`config.mk`:
```
export PLATFORM = sky130hd
export DESIGN_NAME = gpio_pcpu_irq_router
export DESIGN_NICKNAME = d
export VERILOG_FILES = /design/src/rtl/gpio_irq_pkg.sv /design/src/rtl/gpio_irq_addr_dec.sv /design/src/rtl/gpio_irq_cpu_slice.sv /design/src/rtl/gpio_irq_group_or.sv /design/src/rtl/gpio_pcpu_irq_router.sv
export SDC_FILE = /design/constraint.sdc
export NUM_CORES = 1
export LEC_CHECK = 0
export CAP_MARGIN = 25
export CELL_PAD_IN_SITES_DETAIL_PLACEMENT = 1
export CELL_PAD_IN_SITES_GLOBAL_PLACEMENT = 2
export CORE_ASPECT_RATIO = 1.5
export CORE_UTILIZATION = 42
export DETAILED_ROUTE_END_ITERATION = 12
export PLACE_DENSITY = 0.85
export SLEW_MARGIN = 20
export SYNTH_ARGS = -nofsm -noshare
export SYNTH_HDL_FRONTEND = slang
export SYNTH_HIERARCHICAL = 1
export SYNTH_SLANG_ARGS = --single-unit
```
`constraint.sdc`:
```
create_clock -name clk -period 2.95 [get_ports clk]
set_input_delay 0.295 -clock clk [delete_from_list [all_inputs] [get_ports clk]]
set_output_delay 0.295 -clock clk [all_outputs]
set_load 0.01 [all_outputs]
```
`src/rtl/gpio_irq_pkg.sv`:
```
package gpio_irq_pkg;

    typedef enum logic {
        ROUTE_PER_CPU = 1'b0,
        ROUTE_DUAL    = 1'b1
    } route_mode_e;

    typedef enum logic [1:0] {
        KIND_NONE  = 2'd0,
        KIND_CAUSE = 2'd1,
        KIND_EMASK = 2'd2,
        KIND_LMASK = 2'd3
    } reg_kind_e;

    localparam int unsigned ADDR_W  = 8;
    localparam int unsigned MAX_CPU = 4;

    // dual-variant main window offsets
    localparam logic [ADDR_W-1:0] DUAL_CAUSE  = 8'h14;
    localparam logic [ADDR_W-1:0] DUAL_EMASK0 = 8'h18;
    localparam logic [ADDR_W-1:0] DUAL_LMASK0 = 8'h1C;
    localparam logic [ADDR_W-1:0] DUAL_EMASK1 = 8'h30;
    localparam logic [ADDR_W-1:0] DUAL_LMASK1 = 8'h34;

    // per-processor window: bits [5:4] select the register kind
    localparam logic [1:0] PCPU_SEL_CAUSE = 2'd0;
    localparam logic [1:0] PCPU_SEL_EMASK = 2'd1;
    localparam logic [1:0] PCPU_SEL_LMASK = 2'd2;

endpackage

```
`src/rtl/gpio_irq_addr_dec.sv`:
```
module gpio_irq_addr_dec
    import gpio_irq_pkg::*;
#(
    parameter route_mode_e MODE  = ROUTE_PER_CPU,
    parameter int unsigned N_CPU = 4
) (
    input  logic                   wen,
    input  logic                   win,
    input  logic [ADDR_W-1:0]      addr,
    output reg_kind_e              hit_kind,
    output logic [1:0]             hit_cpu,
    output logic [N_CPU-1:0]       cause_we,
    output logic [N_CPU-1:0]       emask_we,
    output logic [N_CPU-1:0]       lmask_we
);

    always_comb begin
        hit_kind = KIND_NONE;
        hit_cpu  = 2'd0;
        if (MODE == ROUTE_PER_CPU) begin
            if (win && (addr[7:6] == 2'b00) && (addr[1:0] == 2'b00) &&
                (int'(addr[3:2]) < int'(N_CPU))) begin
                hit_cpu = addr[3:2];
                case (addr[5:4])
                    PCPU_SEL_CAUSE: hit_kind = KIND_CAUSE;
                    PCPU_SEL_EMASK: hit_kind = KIND_EMASK;
                    PCPU_SEL_LMASK: hit_kind = KIND_LMASK;
                    default:        hit_kind = KIND_NONE;
                endcase
            end
        end else begin
            if (!win) begin
                case (addr)
                    DUAL_CAUSE:  begin hit_kind = KIND_CAUSE; hit_cpu = 2'd0; end
                    DUAL_EMASK0: begin hit_kind = KIND_EMASK; hit_cpu = 2'd0; end
                    DUAL_LMASK0: begin hit_kind = KIND_LMASK; hit_cpu = 2'd0; end
                    DUAL_EMASK1: begin hit_kind = KIND_EMASK; hit_cpu = 2'd1; end
                    DUAL_LMASK1: begin hit_kind = KIND_LMASK; hit_cpu = 2'd1; end
                    default:     hit_kind = KIND_NONE;
                endcase
            end
        end
    end

    always_comb begin
        for (int c = 0; c < int'(N_CPU); c++) begin
            cause_we[c] = wen && (hit_kind == KIND_CAUSE) && (hit_cpu == 2'(c));
            emask_we[c] = wen && (hit_kind == KIND_EMASK) && (hit_cpu == 2'(c));
            lmask_we[c] = wen && (hit_kind == KIND_LMASK) && (hit_cpu == 2'(c));
        end
    end

endmodule

```
`src/rtl/gpio_irq_cpu_slice.sv`:
```
module gpio_irq_cpu_slice #(
    parameter int unsigned N_PINS    = 32,
    parameter bit          OWN_CAUSE = 1'b1
) (
    input  logic              clk,
    input  logic              rst_n,
    input  logic [N_PINS-1:0] edge_evt,
    input  logic [N_PINS-1:0] level_in,
    input  logic              cause_we,
    input  logic              emask_we,
    input  logic              lmask_we,
    input  logic [N_PINS-1:0] wdata,
    input  logic [N_PINS-1:0] shared_cause,
    output logic [N_PINS-1:0] cause_o,
    output logic [N_PINS-1:0] emask_o,
    output logic [N_PINS-1:0] lmask_o,
    output logic [N_PINS-1:0] req_o
);

    typedef struct packed {
        logic [N_PINS-1:0] cause;
        logic [N_PINS-1:0] emask;
        logic [N_PINS-1:0] lmask;
    } slice_st_t;

    slice_st_t st_d, st_q;
    logic [N_PINS-1:0] keep_d;
    logic [N_PINS-1:0] cause_eff_d;

    always_comb begin
        st_d   = st_q;
        keep_d = cause_we ? wdata : '1;
        if (OWN_CAUSE) begin
            // a fresh edge outranks a clear in the same cycle
            st_d.cause = (st_q.cause & keep_d) | edge_evt;
        end else begin
            st_d.cause = '0;
        end
        if (emask_we) st_d.emask = wdata;
        if (lmask_we) st_d.lmask = wdata;
        cause_eff_d = OWN_CAUSE ? st_q.cause : shared_cause;
        req_o       = (level_in & st_q.lmask) | (cause_eff_d & st_q.emask);
    end

    always_ff @(posedge clk or negedge rst_n) begin
        if (!rst_n) st_q <= '0;
        else        st_q <= st_d;
    end

    assign cause_o = st_q.cause;
    assign emask_o = st_q.emask;
    assign lmask_o = st_q.lmask;

    assert_cause_hold_R4: assert property (@(posedge clk) disable iff (!rst_n)
        (!cause_we && (edge_evt == '0)) |=> $stable(cause_o));

    assert_write_never_sets_R4: assert property (@(posedge clk) disable iff (!rst_n)
        cause_we |=> ((cause_o & ~$past(cause_o) & ~$past(edge_evt)) == '0));

    assert_emask_hold_R2: assert property (@(posedge clk) disable iff (!rst_n)
        !emask_we |=> $stable(emask_o));

    assert_lmask_hold_R2: assert property (@(posedge clk) disable iff (!rst_n)
        !lmask_we |=> $stable(lmask_o));

    generate
        if (OWN_CAUSE) begin : g_own
            assert_edge_wins_R5: assert property (@(posedge clk) disable iff (!rst_n)
                (edge_evt != '0) |=> ((cause_o & $past(edge_evt)) == $past(edge_evt)));
        end
    endgenerate

endmodule

```
`src/rtl/gpio_irq_group_or.sv`:
```
module gpio_irq_group_or #(
    parameter int unsigned N_PINS = 32,
    parameter int unsigned GROUP  = 8
) (
    input  logic                       clk,
    input  logic                       rst_n,
    input  logic [N_PINS-1:0]          req,
    output logic [N_PINS/GROUP-1:0]    irq_o
);

    localparam int unsigned N_GROUPS = N_PINS / GROUP;

    logic [N_GROUPS-1:0] sum_d, sum_q;

    generate
        for (genvar g = 0; g < N_GROUPS; g++) begin : g_grp
            always_comb sum_d[g] = |req[g*GROUP +: GROUP];
        end
    endgenerate

    always_ff @(posedge clk or negedge rst_n) begin
        if (!rst_n) sum_q <= '0;
        else        sum_q <= sum_d;
    end

    assign irq_o = sum_q;

    assert_quiet_follows_R7: assert property (@(posedge clk) disable iff (!rst_n)
        (req == '0) |=> (irq_o == '0));

endmodule

```
`src/rtl/gpio_pcpu_irq_router.sv`:
```
module gpio_pcpu_irq_router
    import gpio_irq_pkg::*;
#(
    parameter route_mode_e MODE   = ROUTE_PER_CPU,
    parameter int unsigned N_CPU  = 4,
    parameter int unsigned N_PINS = 32,
    parameter int unsigned GROUP  = 8
) (
    input  logic                             clk,
    input  logic                             rst_n,
    input  logic [N_PINS-1:0]                pin_level,
    input  logic [N_PINS-1:0]                pin_edge,
    input  logic                             reg_wen,
    input  logic                             reg_win,
    input  logic [7:0]                       reg_addr,
    input  logic [N_PINS-1:0]                reg_wdata,
    output logic [N_PINS-1:0]                reg_rdata,
    output logic [N_CPU*(N_PINS/GROUP)-1:0]  irq_o
);

    localparam int unsigned N_GROUPS = N_PINS / GROUP;

    reg_kind_e                       hit_kind;
    logic [1:0]                      hit_cpu;
    logic [N_CPU-1:0]                cause_we, emask_we, lmask_we;
    logic [N_CPU-1:0][N_PINS-1:0]    cause_all, emask_all, lmask_all, req_all;
    logic [N_PINS-1:0]               shared_cause;

    gpio_irq_addr_dec #(
        .MODE  (MODE),
        .N_CPU (N_CPU)
    ) u_dec (
        .wen      (reg_wen),
        .win      (reg_win),
        .addr     (reg_addr),
        .hit_kind (hit_kind),
        .hit_cpu  (hit_cpu),
        .cause_we (cause_we),
        .emask_we (emask_we),
        .lmask_we (lmask_we)
    );

    assign shared_cause = cause_all[0];

    generate
        for (genvar c = 0; c < N_CPU; c++) begin : g_cpu
            gpio_irq_cpu_slice #(
                .N_PINS    (N_PINS),
                .OWN_CAUSE ((MODE == ROUTE_PER_CPU) || (c == 0))
            ) u_slice (
                .clk          (clk),
                .rst_n        (rst_n),
                .edge_evt     (pin_edge),
                .level_in     (pin_level),
                .cause_we     (cause_we[c]),
                .emask_we     (emask_we[c]),
                .lmask_we     (lmask_we[c]),
                .wdata        (reg_wdata),
                .shared_cause (shared_cause),
                .cause_o      (cause_all[c]),
                .emask_o      (emask_all[c]),
                .lmask_o      (lmask_all[c]),
                .req_o        (req_all[c])
            );

            gpio_irq_group_or #(
                .N_PINS (N_PINS),
                .GROUP  (GROUP)
            ) u_grp (
                .clk   (clk),
                .rst_n (rst_n),
                .req   (req_all[c]),
                .irq_o (irq_o[c*N_GROUPS +: N_GROUPS])
            );

            assert_masked_off_quiet_R6: assert property (@(posedge clk) disable iff (!rst_n)
                ((emask_all[c] == '0) && (lmask_all[c] == '0))
                |=> (irq_o[c*N_GROUPS +: N_GROUPS] == '0));
        end
    endgenerate

    always_comb begin
        reg_rdata = '0;
        for (int c = 0; c < int'(N_CPU); c++) begin
            if (hit_cpu == 2'(c)) begin
                case (hit_kind)
                    KIND_CAUSE: reg_rdata = cause_all[c];
                    KIND_EMASK: reg_rdata = emask_all[c];
                    KIND_LMASK: reg_rdata = lmask_all[c];
                    default:    reg_rdata = '0;
                endcase
            end
        end
    end

    assert_single_target_R2: assert property (@(posedge clk) disable iff (!rst_n)
        $onehot0({cause_we, emask_we, lmask_we}));

    assert_unmapped_ignored_R10: assert property (@(posedge clk) disable iff (!rst_n)
        (reg_wen && (hit_kind == KIND_NONE))
        |=> ($stable(emask_all) && $stable(lmask_all)));

    assert_unmapped_reads_zero_R10: assert property (@(posedge clk) disable iff (!rst_n)
        (hit_kind == KIND_NONE) |-> (reg_rdata == '0));

endmodule

```
### Word-level counts from Yosys, hierarchy flattened

Cells that the tools add are included.

| storage, ports and cells | value |
|---|---|
| memory bits (writable) | 0 |
| bits in latches | 0 |
| bits in read-only memories | 0 |
| input bits | 108 |
| memories | 0 |
| logic and storage cells | 96 |
| bits in registers | 400 |

| operators by class | value |
|---|---|
| shift-type cells | 0 |
| muxes and demuxes | 15 |
| equal/unequal tests | 8 |
| $lt $le $gt $ge | 0 |
| reduce and logical (&&, ||, !) cells | 37 |
| bitwise operators | 20 |
| add/subtract/negate cells | 0 |
| divide/modulo/power cells | 0 |
| multiply operators | 0 |

Operators with widths:

| cell | number |
|---|---|
| 32-bit bitwise AND | 12 |
| 32-bit one-hot mux with 3 select lines | 4 |
| 32-bit 2-to-1 mux | 8 |
| 32-bit bitwise OR | 8 |
| 8-bit OR reduction | 16 |
| 1-bit logical AND | 17 |
| 2-bit equality test (second input constant) | 5 |
| 2-bit zero test | 4 |
| 2-bit by 1-bit equality test with 1-bit output (second input constant) | 3 |
| 2-bit one-hot mux with 3 select lines | 1 |
| 2-bit 2-to-1 mux | 2 |

### Longest topological paths before layout

Gate-level depths: netlist of the first run.

| logic depth | value |
|---|---|
| depth after elaboration | 10 |
| depth in mapped cells | 12 |

### Modules after synthesis

Netlist of the first run, hierarchy kept.

Modules (own cells, without submodules):

| module | sequential area each (um^2) | times used | cells each | area each (um^2) |
|---|---|---|---|---|
| gpio_irq_cpu_slice | 2402.3 | 4 | 267 | 4226.6 |
| gpio_pcpu_irq_router | 0.0 | 1 | 425 | 3434.5 |
| gpio_irq_group_or | 100.1 | 4 | 16 | 165.2 |
| gpio_irq_addr_dec | 0.0 | 1 | 34 | 235.2 |

### Least setup slack after synthesis of the first run

OpenSTA, ideal clock, no wires.

| timing | value |
|---|---|
| kind | in2out |
| start | in reg_addr[7] |
| end | out reg_rdata[25] |
| data required time | 2655 ps |
| stages | 8 |
| slack | 414 ps |
| arrival time | 2241 ps |
| path buffers | 3 |
| cells stage by stage | or4_4 > nor3_1 > buf_2 > buf_4 > clkbuf_1 > a22oi_1 > a21o_1 > o32ai_1 |

| on the way | value |
|---|---|
| word-level cells in the longest chain between the ends | 10 |
| elaborated cells on any way between the ends | 20 |
| classes of those cells | 6 x eq/ne; 10 x mux; 4 x reduce/logical |

RTL lines:

| item | line | RTL |
|---|---|---|
| start: declaration | gpio_pcpu_irq_router.sv:15 | `input logic [7:0] reg_addr,` |
| 2-bit zero test * | gpio_irq_addr_dec.sv:21 | `if (win && (addr[7:6] == 2'b00) && (addr[1:0] == 2'b00) &&` |
| 1-bit logical AND * (2 in series) | gpio_irq_addr_dec.sv:21 |  |
| 2-bit 2-to-1 mux * | gpio_irq_addr_dec.sv:21 |  |
| net hit_kind[0] | gpio_pcpu_irq_router.sv:23 | `reg_kind_e hit_kind;` |
| 2-bit equality test or 2-bit by 1-bit equality test with 1-bit output (tied branches) | gpio_pcpu_irq_router.sv:86 | `case (hit_kind)` |
| 32-bit one-hot mux with 3 select lines | gpio_pcpu_irq_router.sv:86 |  |
| 32-bit 2-to-1 mux (3 in series) | gpio_pcpu_irq_router.sv:85 | `if (hit_cpu == 2'(c)) begin` |
| 32-bit 2-to-1 mux * | gpio_pcpu_irq_router.sv:85 |  |
| end: declaration | gpio_pcpu_irq_router.sv:17 | `output logic [N_PINS-1:0] reg_rdata,` |

Mark *: on every way through the listed nets, which the timed path passes. The rest lies on a longest branch.

### Worst setup path after layout of the first run

| timing | value |
|---|---|
| start | in reg_addr[7] |
| end | out reg_rdata[8] |

The elaborated chain is that of the path after synthesis.

==> results of run 1 <==
-- worst min-delay path by stage --
stage | start | to | slack [ns]
floorplan | rst_n | g_cpu[0].u_grp/irq_o[0] | -0.0006
global placement | rst_n | g_cpu[0].u_grp/irq_o[1] | 0.29
detailed placement | rst_n | g_cpu[3].u_grp/irq_o[1] | 0.29
CTS | rst_n | g_cpu[3].u_grp/irq_o[1] | 0.30
global route | rst_n | g_cpu[0].u_slice/lmask_o[13] | 0.35
finish | rst_n | g_cpu[0].u_slice/lmask_o[13] | 0.30
-- registers in the layout, summed over array words and instances, names as in the netlist --
register               flops
g_cpu.u_slice/emask_o    128
g_cpu.u_slice/lmask_o    128
g_cpu.u_grp/irq_o         16
g_cpu.u_slice/cause_o    128
-- worst max-delay path: cells and delay by family --
kind / cells / cell delay (ns)
muxes: 1 / 0.32
AOI/OAI and AO/OA: 3 / 0.67
buffers and inverters: 7 / 0.93
and+or+nand+nor: 2 / 0.52
-- logic make-up (layout without fill, tap and decap cells) --
| family | count (synthesis) | in the layout | share of synthesized area, % |
|---|---|---|---|
| buffers and inverters | 115 | 421 | 4.60 |
| other | 0 | 4 | 0 |
| DFF | 400 | 400 | 47.1 |
| and+or+nand+nor | 239 | 239 | 6.63 |
| adders and majority gates | 2 | 2 | 0.118 |
| AOI/OAI and AO/OA | 462 | 462 | 17.6 |
| muxes | 373 | 373 | 24.0 |
-- cell usage in the layout, fill, tap and decap left out, types with 12 or more instances in the layout --
cell type and count:
buf_6 13, nor4_2 12, nand2b_1 128, mux2_2 108, clkbuf_16 46, buf_12 49, o32ai_2 16, a221oi_2 34
a21oi_1 18, buf_2 23, nand2_1 17, nor2_1 20, clkdlybuf4s50_1 115, buf_4 115, a22o_1 128, nor4_1 32
a22oi_1 41, mux2_4 253, a21o_1 149, dfrtp_1 400
-- power groups by stage --
| stage | Combinational, mW | Clock [mW] | Sequential, mW |
|---|---|---|---|
| floorplan | 0.417 | 0 | 5.87 |
| detailed placement | 1.17 | 0 | 5.87 |
| global placement | 1.14 | 0 | 5.86 |
| global route | 1.32 | 5.87 | 5.80 |
| finish | 1.25 | 5.61 | 5.78 |
| CTS | 1.23 | 5.66 | 5.78 |
-- stage by stage --
stage / hold slack (ns) / std cells / setup TNS, ns / worst slack [ns] / util, %
global route: 0.350 / 2563 / -0.295 / -0.114 / 54.4
finish: 0.296 / 2564 / -0.166 / -0.0839 / 54.4
CTS: 0.298 / 2557 / 0 / 0.00292 / 54.1
floorplan: -0.000591 / 1591 / 0 / 0.414 / -
detailed placement: 0.293 / 2427 / -19.96 / -0.739 / 48.6
global placement: 0.286 / 2427 / -19.49 / -0.712 / 48.6
-- cells in the mapped netlist --
library cell,instances
nor2b_1,1
dfrtp_1,400
mux2i_1,11
nor3_1,1
or4_4,1
a22oi_1,52
a211o_1,11
ha_1,2
clkbuf_1,33
buf_6,12
a21oi_1,22
or3_1,1
a22o_1,128
buf_2,33
mux2_4,240
nand2_1,18
nand3_1,11
a21o_1,149
nand2b_1,128
buf_4,6
o221ai_1,10
or4b_4,1
nand3b_1,3
inv_1,5
or3b_2,2
or2_2,2
a222oi_1,1
o21ai_0,4
buf_1,2
a221oi_1,52
buf_12,24
nor2_1,21
o221a_2,10
and3_1,3
mux2_2,121
mux2_1,1
o32ai_1,22
or4bb_1,1
a221oi_2,1
nor4_1,45
-- repair_timing --
item | CTS | global route
pin swaps | 33 | 25
hold endpoints to repair | 58 | 0
hold buffers | 1 | 0
resized for setup | 249 | 52
gates cloned | 11 | 1
endpoints found under the setup margin | 32 | 32
setup buffers | 44 | 9
-- per-layer routing --
metal | GRT usage [%] | share of wire [%]
met5 | 0 | 0.036
met4 | 15.9 | 5.5
met2 | 52.5 | 52
met1 | 35.4 | 39
met3 | 3.98 | 4.4
-- cell type report --
type,instances,area [sq um]
multi-input combinational,1076,11100
clock inverter,18,209
inverter,5,18.8
sequential,400,10000
tap,663,830
timing repair buffer,342,3770
antenna,4,10.0
clock buffer,56,1210
fill,4949,22700
==> impl_summary.log, run 1 <==
[metrics] remaining global-route overflow: 0
[metrics] internal power: 9.52 mW
[metrics] setup slack of the most critical reg-to-reg path: 1.36 ns
[metrics] leakage power: 11.2 nW
[metrics] summed instance area of the synthesized netlist: 0.0212 sq mm
[metrics] share of total power in the clock network: 44.4%
[metrics] total routing resource utilization after global routing: 30.0%
[metrics] total of endpoints with negative setup slack in the final report: 3
[metrics] worst supply voltage drop on vdd: 0.426 mV
[metrics] maximum number of pins on one net before global-route repair: 92
[metrics] endpoint type of the worst setup path: output port
[metrics] number of hold-slack violations in the final timing report: 0
[metrics] root buffer selected by CTS: clkbuf_16
[metrics] worst r2r path cells: 3
[metrics] starting utilization of the core area: 42.6%
[metrics] clock-pin slew of the registers on the worst-case setup and hold paths: 0.06 ns
[metrics] endpoint of the worst register-to-register path: g_cpu[0].u_grp/irq_o[2]
[metrics] fin crit period: 3.03 ns
[metrics] clock tree from TritonCTS: done
[metrics] cell taking the most area after synthesis: dfrtp_1
[metrics] Sinks on Clock Net: 400
[metrics] number of storage elements in the synthesis netlist: 400
[metrics] Detailed Route Iter0 Violations: 1,047
[metrics] placed cell areas: 0.0242 sq mm
[metrics] Worst Path Arrival: 2.74 ns
[metrics] worst-case headroom to the max-slew limit: 49.8%
[metrics] drt first pass iters: 5
[metrics] number of maximum-capacitance constraint violations: 0
[metrics] startpoint class of the critical path: input port
[metrics] Top-Level Pins: 156
[metrics] clock insertion delay at the later pin of the skew report: 0.57 ns
[metrics] chip height: 277 microns
[metrics] antenna violations before repair: 7
[metrics] dpl hpwl: 45.1 mm
[metrics] Synth-to-Final Area Change: 27.7%
[metrics] critical path data required time: 2.65 ns
[metrics] layout cell share with drive strength beyond 1: 40.4%
[metrics] Row Count: 100
[metrics] Slew @ Worst Pin: 0.746 ns
[metrics] main area contributors after synthesis: dfrtp_1 (47%), mux2_4 (17%), mux2_2 (6.4%)
[metrics] number of H-tree levels: 2
[metrics] Routed WL per cell: 30.0 microns
[metrics] core footprint: 0.0498 sq mm
[metrics] count of buffers from port buffering: 155
[metrics] post-detailed-route via-to-cell ratio: 6.15
[metrics] proportion of synthesized chip area in sequential cells: 47.1%
[metrics] kind of critical path: in2out
[metrics] clk_skew: 0.0146 ns
[metrics] Warnings, synthesis: 6
[metrics] count of distinct cell types in the synthesized netlist: 40
[metrics] area share of the leading cell type in the synthesized netlist: 47.1%
[metrics] Post-route DRC: 0
[metrics] number of global-route vias before repair: 17.7k
[metrics] maximum net fanout on the critical path: 6
[metrics] net total in the final layout: 1,977
[metrics] cell-by-cell listing of the critical path: buf_8 > nor4_4 > buf_4 > and3_4 > buf_12 > buf_12 > buf_8 > buf_16 > mux2_4 > a221oi_4 > a21oi_2 > o221a_2 > buf_6
[metrics] CP peak stage delay: 0.32 ns
[metrics] detailed-route wire length: 76.8 mm
[metrics] origin of the critical flop-to-flop path: g_cpu[0].u_slice/lmask_o[20]
[metrics] critical path launch point: reg_addr[7]
[metrics] number of clock buffers inserted by TritonCTS: 42
[metrics] clock buffer depth: 3
[metrics] DR vias: 15.8k
[metrics] status: finished with violations
[metrics] fraction of the cycle the final worst path needs: 103%
[metrics] post-synth net total: 1,701
[metrics] RSZ-0062 raised after global routing: true
[metrics] first-pass GRT wire length: 115 mm
[metrics] proportion of total power due to net switching: 24.7%
[metrics] worst setup margin: -0.0839 ns
[metrics] power share of the combinational group: 9.9%
[metrics] class of the worst hold path: in2async
[metrics] total power: 12.6 mW
[metrics] crit path capture: reg_rdata[8]
[metrics] cell at the slowest stage of the critical path: mux2_4
[metrics] routability-driven placement congestion ratio: 0.826
[metrics] net switching component of the power: 3.13 mW
[metrics] Post-Synthesis Mean Instance Area: 13.3 sq um
[metrics] final design area excluding fillers: 0.0271 sq mm
[metrics] failing checks: negative setup slack
[metrics] power per cell area: 466 mW/mm^2
[metrics] total die area: 0.0515 sq mm
[metrics] remaining number of nets flagged by the antenna check after routing: 0
[metrics] number of standard cells after synthesis: 1,591
[metrics] number of pins exceeding their max-slew limit in the final report: 0
[metrics] sequential group share of total power: 45.7%
[metrics] chip width: 186 microns
[metrics] highest achievable clock rate: 0.330 GHz
No activity file was read; power rests on OpenSTA's default activity.
==> run 2: changes to the inputs <==
--- a/config.mk
+++ b/config.mk
@@ -9,11 +9,10 @@
 export CELL_PAD_IN_SITES_DETAIL_PLACEMENT = 1
 export CELL_PAD_IN_SITES_GLOBAL_PLACEMENT = 2
 export CORE_ASPECT_RATIO = 1.5
-export CORE_UTILIZATION = 42
+export CORE_UTILIZATION = 40
 export DETAILED_ROUTE_END_ITERATION = 12
-export PLACE_DENSITY = 0.85
+export PLACE_DENSITY = 0.84
 export SLEW_MARGIN = 20
 export SYNTH_ARGS = -nofsm -noshare
 export SYNTH_HDL_FRONTEND = slang
-export SYNTH_HIERARCHICAL = 1
 export SYNTH_SLANG_ARGS = --single-unit
==> impl_summary.log, run 2 <==
[metrics] endpoint type of the worst setup path: output port
[metrics] post-layout instance count excluding filler cells: 2,605
[metrics] Worst Path Arrival: 2.63 ns
[metrics] summed instance area of the synthesized netlist: 0.0201 sq mm
[metrics] power per cell area: 513 mW/mm^2
[metrics] worst-case headroom to the max-slew limit: 52.9%
[metrics] most frequent cells after synthesis: dfrtp_1 (400), mux2_2 (279), nand2b_1 (132)
[metrics] Post-Synthesis Mean Instance Area: 12.0 sq um
[metrics] maximum number of pins on one net before global-route repair: 85
[metrics] highest achievable clock rate: 0.341 GHz
[metrics] commonest non-fill, non-tap cell in the layout: dfrtp_1
[metrics] drt first pass iters: 5
[metrics] remaining global-route overflow: 0
[metrics] Synth-to-Final Area Change: 29.1%
[metrics] CP peak stage delay: 0.52 ns
[metrics] Post-synth EDFFs: 0
[metrics] Post-route DRC: 0
[metrics] DR vias: 16.9k
[metrics] fraction of the cycle the final worst path needs: 99.3%
[metrics] Cell Count Post-Placement: 2,506
[metrics] layout cell share with drive strength beyond 1: 33.5%
[metrics] final design area excluding fillers: 0.0260 sq mm
[metrics] number of storage elements in the synthesis netlist: 400
[metrics] detailed-route wire length: 80.0 mm
[metrics] maximum net fanout on the critical path: 6
[metrics] number of global-route vias before repair: 18.6k
[metrics] count of distinct cell types in the synthesized netlist: 55
[metrics] worst r2r path cells: 4
[metrics] Warnings, synthesis: 0
[metrics] Detailed Route Iter0 Violations: 1,190
[metrics] leakage power: 11.0 nW
[metrics] antenna violations before repair: 2
[metrics] dpl hpwl: 54.9 mm
[metrics] most frequently used cell type in the post-synthesis netlist: dfrtp_1
[metrics] worst supply voltage drop on vdd: 0.360 mV
[metrics] main area contributors after synthesis: dfrtp_1 (50%), mux2_2 (16%), o31ai_1 (4.8%)
[metrics] core footprint: 0.0497 sq mm
[metrics] count of buffers from port buffering: 155
[metrics] Row Count: 100
[metrics] number of standard cells after synthesis: 1,671
[metrics] total power: 13.3 mW
[metrics] total routing resource utilization after global routing: 31.8%
[metrics] clock insertion delay at the later pin of the skew report: 0.56 ns
[metrics] clk_skew: 0.0197 ns
[metrics] Buf+Inv Stages, Crit Path: 4
[metrics] class of the worst hold path: in2async
[metrics] post-synth net total: 1,781
[metrics] placed cell areas: 0.0236 sq mm
[metrics] cell at the slowest stage of the critical path: or4b_4
[metrics] chip height: 277 microns
[metrics] kind of critical path: in2out
[metrics] fin crit period: 2.93 ns
[metrics] number of hold-slack violations in the final timing report: 0
[metrics] total of endpoints with negative setup slack in the final report: 0
[metrics] net total in the final layout: 2,022
[metrics] number of pins exceeding their max-slew limit in the final report: 0
[metrics] remaining number of nets flagged by the antenna check after routing: 0
[metrics] Top-Level Pins: 156
[metrics] Core Util, Final: 52.3%
[metrics] cell taking the most area after synthesis: dfrtp_1
[metrics] number of H-tree levels: 2
[metrics] starting utilization of the core area: 40.5%
[metrics] status: completed
[metrics] clock-pin slew of the registers on the worst-case setup and hold paths: 0.06 ns
[metrics] critical path data required time: 2.65 ns
[metrics] Sinks on Clock Net: 400
[metrics] commonest register cell after synthesis: dfrtp_1
[metrics] area share of the leading cell type in the synthesized netlist: 49.8%
[metrics] Slew @ Worst Pin: 0.707 ns
[metrics] cell-by-cell listing of the critical path: clkdlybuf4s50_1 > or4b_4 > buf_6 > or3_4 > a221oi_2 > nor3_2 > buf_4 > clkdlybuf4s15_2
[metrics] clock tree from TritonCTS: done
[metrics] top library cells by usage in the layout, fill and taps aside: dfrtp_1 (400), mux2_2 (268), nand2b_1 (130), buf_4 (130), o31ai_1 (128)
[metrics] critical path launch point: reg_addr[1]
[metrics] number of maximum-capacitance constraint violations: 0
[metrics] startpoint class of the critical path: input port
[metrics] routability-driven placement congestion ratio: 0.927
[metrics] clock buffer depth: 3
[metrics] first-pass GRT wire length: 121 mm
[metrics] origin of the critical flop-to-flop path: g_cpu[0].u_slice.cause_o[3]
[metrics] async set or reset register ratio after synthesis: 100%
[metrics] post-detailed-route via-to-cell ratio: 6.47
[metrics] RSZ-0062 raised after global routing: false
[metrics] chip width: 185 microns
[metrics] proportion of synthesized chip area in sequential cells: 49.8%
[metrics] total die area: 0.0512 sq mm
[metrics] number of clock buffers inserted by TritonCTS: 40
[metrics] root buffer selected by CTS: clkbuf_16
[metrics] Routed WL per cell: 30.7 microns
[metrics] endpoint of the worst register-to-register path: g_cpu[0].u_grp.irq_o[0]
[metrics] Worst path top cell family by delay: simple AND/OR/NAND/NOR gates
[metrics] setup slack of the most critical reg-to-reg path: 1.36 ns
[run 2: changes by cell type in the layout (fill, tap and decap cells not counted), moves of 19 or more]
cell and delta:
a21o_1 -149, a21oi_1 +24, a221oi_1 +67, a22o_1 -55, a22oi_1 -36, mux2_1 +46, mux2_2 +160, mux2_4 -242
nor4_1 -28, o21a_1 +19, o21ai_0 +31, o31ai_1 +128
[run 2: cells by family after synthesis]
group	Yosys count	share of synthesized area, %
and+or+nand+nor	271	8.23
muxes	362	20.5
DFF	400	49.8
AOI/OAI and AO/OA	476	18.1
adders and majority gates	2	0.124
buffers and inverters	160	3.30
[run 2: cell type report]
cell class	count	area (sq um)
fill	5076	23700
clock buffer	60	1200
sequential	400	10000
clock inverter	10	175
inverter	9	33.8
timing repair buffer	350	3560
multi-input combinational	1111	10100
antenna	2	5.00
tap	663	830
[run 2: metrics by stage]
stage / hold WS (ns) / setup slack (ns) / setup TNS, ns
6_report: 0.292 / 0.0217 / 0
5_1_grt: 0.333 / 0.00198 / 0
4_1_cts: 0.311 / 0.00738 / 0
3_5_place_dp: 0.300 / -0.811 / -21.15
3_3_place_gp: 0.291 / -0.848 / -18.77
2_1_floorplan: -0.000591 / 0.312 / 0
[run 2: worst max path at each step]
stage               endpoint  slack (ns)  cells past startpoint
2_1_floorplan  reg_rdata[30]        0.31                      7
3_3_place_gp   reg_rdata[17]       -0.85                     10
3_5_place_dp   reg_rdata[17]       -0.81                     10
4_1_cts        reg_rdata[14]       0.007                      9
5_1_grt        reg_rdata[24]       0.002                      9
6_report       reg_rdata[25]        0.02                      8
[run 2: what timing repair did]
action,4_1_cts,5_1_grt
cloned,2,0
pin swaps,36,5
endpoints found under the setup margin,32,16
endpoints found under the hold margin,53,0
hold buffers,1,0
setup buffers,21,5
resized for setup,217,8
[run 2: per-layer routing]
metal | up-vias | share of wire, % | GRT usage (%)
met2 | 743 | 49 | 53.0
met1 | 8848 | 38 | 38.2
met5 | - | 0.016 | 0
met4 | 2 | 6.8 | 19.6
li1 | 6955 | - | -
met3 | 315 | 5.8 | 4.92
[run 2: power breakdown]
group | internal (mW) | switching, mW
clock network | 3.23 | 2.28
logic | 0.933 | 1.09
registers | 5.66 | 0.126
==> run 3: changes to the inputs <==
--- a/config.mk
+++ b/config.mk
@@ -9,9 +9,9 @@
 export CELL_PAD_IN_SITES_DETAIL_PLACEMENT = 1
 export CELL_PAD_IN_SITES_GLOBAL_PLACEMENT = 2
 export CORE_ASPECT_RATIO = 1.5
-export CORE_UTILIZATION = 40
+export CORE_UTILIZATION = 44
 export DETAILED_ROUTE_END_ITERATION = 12
-export PLACE_DENSITY = 0.84
+export PLACE_DENSITY = 0.9
 export SLEW_MARGIN = 20
 export SYNTH_ARGS = -nofsm -noshare
 export SYNTH_HDL_FRONTEND = slang
==> constraint.sdc (replaced) <==
create_clock -name clk -period 3.4 [get_ports clk]
set_input_delay 0.34 -clock clk [delete_from_list [all_inputs] [get_ports clk]]
set_output_delay 0.34 -clock clk [all_outputs]
set_load 0.01 [all_outputs]
==> impl_summary.log, run 3 (synthesized netlist as in run 2, its figures left out) <==
[metrics] status: finished with violations
[metrics] failing checks: negative setup slack
[metrics] origin of the critical flop-to-flop path: g_cpu[1].u_slice.emask_o[25]
[metrics] Core Util, Final: 55.2%
[metrics] leakage power: 10.5 nW
[metrics] startpoint class of the critical path: input port
[metrics] total power: 10.9 mW
[metrics] internal power: 8.06 mW
[metrics] total routing resource utilization after global routing: 33.4%
[metrics] power share of the combinational group: 14.5%
[metrics] class of the worst hold path: in2async
[metrics] fraction of the cycle the final worst path needs: 103%
[metrics] worst setup margin: -0.0914 ns
[metrics] maximum number of pins on one net before global-route repair: 98
[metrics] Sinks on Clock Net: 400
[metrics] top library cells by usage in the layout, fill and taps aside: dfrtp_1 (400), mux2_2 (279), clkdlybuf4s50_1 (146), nand2b_1 (130), o31ai_1 (129)
[metrics] cell at the slowest stage of the critical path: clkdlybuf4s50_1
[metrics] remaining number of nets flagged by the antenna check after routing: 0
[metrics] proportion of total power due to net switching: 26.3%
[metrics] critical path data required time: 3.06 ns
[metrics] Worst path depth: 11
[metrics] chip width: 177 microns
[metrics] Synth-to-Final Area Change: 23.4%
[metrics] setup slack of the most critical reg-to-reg path: 1.71 ns
[metrics] clock tree from TritonCTS: done
[metrics] starting utilization of the core area: 44.7%
[metrics] remaining global-route overflow: 0
[metrics] Post-route DRC: 0
[metrics] core footprint: 0.0449 sq mm
[metrics] CP peak stage delay: 0.49 ns
[metrics] kind of critical path: in2out
[metrics] crit path capture: reg_rdata[6]
[metrics] power per cell area: 441 mW/mm^2
[metrics] endpoint type of the worst setup path: output port
[metrics] share of total power in the clock network: 39.6%
[metrics] post-layout instance count excluding filler cells: 2,464
[metrics] Buf+Inv Stages, Crit Path: 6
[metrics] worst supply voltage drop on vdd: 0.319 mV
[metrics] net switching component of the power: 2.88 mW
[metrics] number of clock buffers inserted by TritonCTS: 40
[metrics] net total in the final layout: 1,969
[metrics] Row Count: 95
[metrics] fin crit period: 3.49 ns
[metrics] highest achievable clock rate: 0.286 GHz
[metrics] Worst path top cell family by delay: buffers and inverters
[metrics] maximum net fanout on the critical path: 17
[metrics] first-pass GRT wire length: 117 mm
[metrics] clock insertion delay at the later pin of the skew report: 0.55 ns
[metrics] clock buffer depth: 3
[metrics] root buffer selected by CTS: clkbuf_16
[metrics] worst setup slack after placement: -0.663 ns
[metrics] number of pins exceeding their max-slew limit in the final report: 0
[metrics] Routed WL per cell: 31.1 microns
[metrics] Detailed Route Iter0 Violations: 1,509
[metrics] number of H-tree levels: 2
[metrics] critical path launch point: reg_addr[5]
[metrics] drt first pass iters: 6
[metrics] dpl hpwl: 52.5 mm
[metrics] final design area excluding fillers: 0.0248 sq mm
[metrics] Slew @ Worst Pin: 0.802 ns
[metrics] Cell Count Post-Placement: 2,394
[metrics] placed cell areas: 0.0232 sq mm
[metrics] post-detailed-route via-to-cell ratio: 6.73
[metrics] clock-pin slew of the registers on the worst-case setup and hold paths: 0.06 ns
[metrics] worst r2r path cells: 3
[metrics] clk_skew: 0.0140 ns
[metrics] endpoint of the worst register-to-register path: g_cpu[1].u_grp.irq_o[3]
[metrics] DR vias: 16.6k
[metrics] antenna diode count: 0
[metrics] detailed-route wire length: 76.7 mm
[metrics] sequential group share of total power: 45.9%
[metrics] number of hold-slack violations in the final timing report: 0
[metrics] count of buffers from port buffering: 155
[metrics] antenna violations before repair: 0
[metrics] Top-Level Pins: 156
[metrics] number of global-route vias before repair: 18.1k
[metrics] cell-by-cell listing of the critical path: clkdlybuf4s15_1 > inv_1 > ha_4 > nor2_4 > buf_4 > buf_12 > mux2_2 > a221oi_1 > o32ai_2 > buf_4 > clkdlybuf4s50_1
[metrics] CP dominant cell by count: buf_4
[metrics] worst-case headroom to the max-slew limit: 46.5%
[metrics] total die area: 0.0466 sq mm
[metrics] number of maximum-capacitance constraint violations: 0
[metrics] routability-driven placement congestion ratio: 0.926
[metrics] chip height: 264 microns
[metrics] commonest non-fill, non-tap cell in the layout: dfrtp_1
[metrics] Worst Path Arrival: 3.15 ns
[metrics] layout cell share with drive strength beyond 1: 28.6%
[metrics] total of endpoints with negative setup slack in the final report: 1
## run 3: changes by cell type in the layout (fill, tap and decap cells not counted), sizes merged
cell / previous run / this run
buf: 208 / 144
dlygate4sd2: 17 / 2
clkinv: 6 / 7
clkbuf: 60 / 58
dlymetal6s2s: 2 / 3
diode: 2 / 0
clkdlybuf4s15: 5 / 1
clkdlybuf4s50: 117 / 146
bufinv: 5 / 1
## run 3: area by class of cell
type	count	area, sq um
Timing Repair Buffer	297	3060
Multi-Input combinational cell	1111	9740
Tap cell	582	728
Inverter	9	33.8
Clock buffer	58	1170
Sequential cell	400	10000
Fill cell	4564	20100
Clock inverter	7	60.1
## run 3: power groups by stage
stage          logic, mW  registers (mW)  clock network [mW]
2_1_floorplan      0.661            5.09                   0
3_3_place_gp        1.48            5.09                   0
3_5_place_dp        1.51            5.10                   0
4_1_cts             1.56            5.02                4.38
5_1_grt             1.66            5.03                4.56
6_report            1.59            5.02                4.34
## run 3: worst min path at each step
stage | endpoint | slack [ns] | depth (start not counted)
after detailed placement | g_cpu[1].u_slice.cause_o[13] | 0.36 | 1
after CTS | g_cpu[3].u_slice.lmask_o[12] | 0.37 | 2
after global routing | g_cpu[1].u_slice.emask_o[12] | 0.39 | 2
after global placement | g_cpu[1].u_slice.cause_o[13] | 0.35 | 1
after floorplan | g_cpu[0].u_grp.irq_o[0] | 0.04 | 0
final | g_cpu[1].u_slice.cause_o[13] | 0.35 | 2
## run 3: worst register-to-register path, delay by kind of cell, from the launching register on
family | cells | cell delay (ns)
AND/OR/NAND/NOR | 1 | 0.24
AO/OA/AOI/OAI | 2 | 0.88
flip-flops | 1 | 0.41
## run 3: repair_timing
item                                    4_1_cts  5_1_grt
endpoints found under the setup margin       32       16
pin swaps                                     2        2
setup buffers                                 4        0
endpoints found under the hold margin        63        0
resized for setup                            47       11
hold buffers                                  1        0
gates cloned                                  0        0
## run 3: per-layer routing
layer	up-vias	wire [microns]	track usage [%]
li1	6825	-	-
met1	8636	29100	41.3
met2	814	37900	54.9
met3	300	4740	5.14
met4	0	4900	19.5
met5	-	0	0
## run 3: stage by stage
step / hold WS (ns) / setup TNS (ns)
floorplan: 0.0444 / 0
global placement: 0.345 / -6.95
detailed placement: 0.360 / -8.55
CTS: 0.372 / 0
global route: 0.390 / -0.203
finish: 0.355 / -0.0914
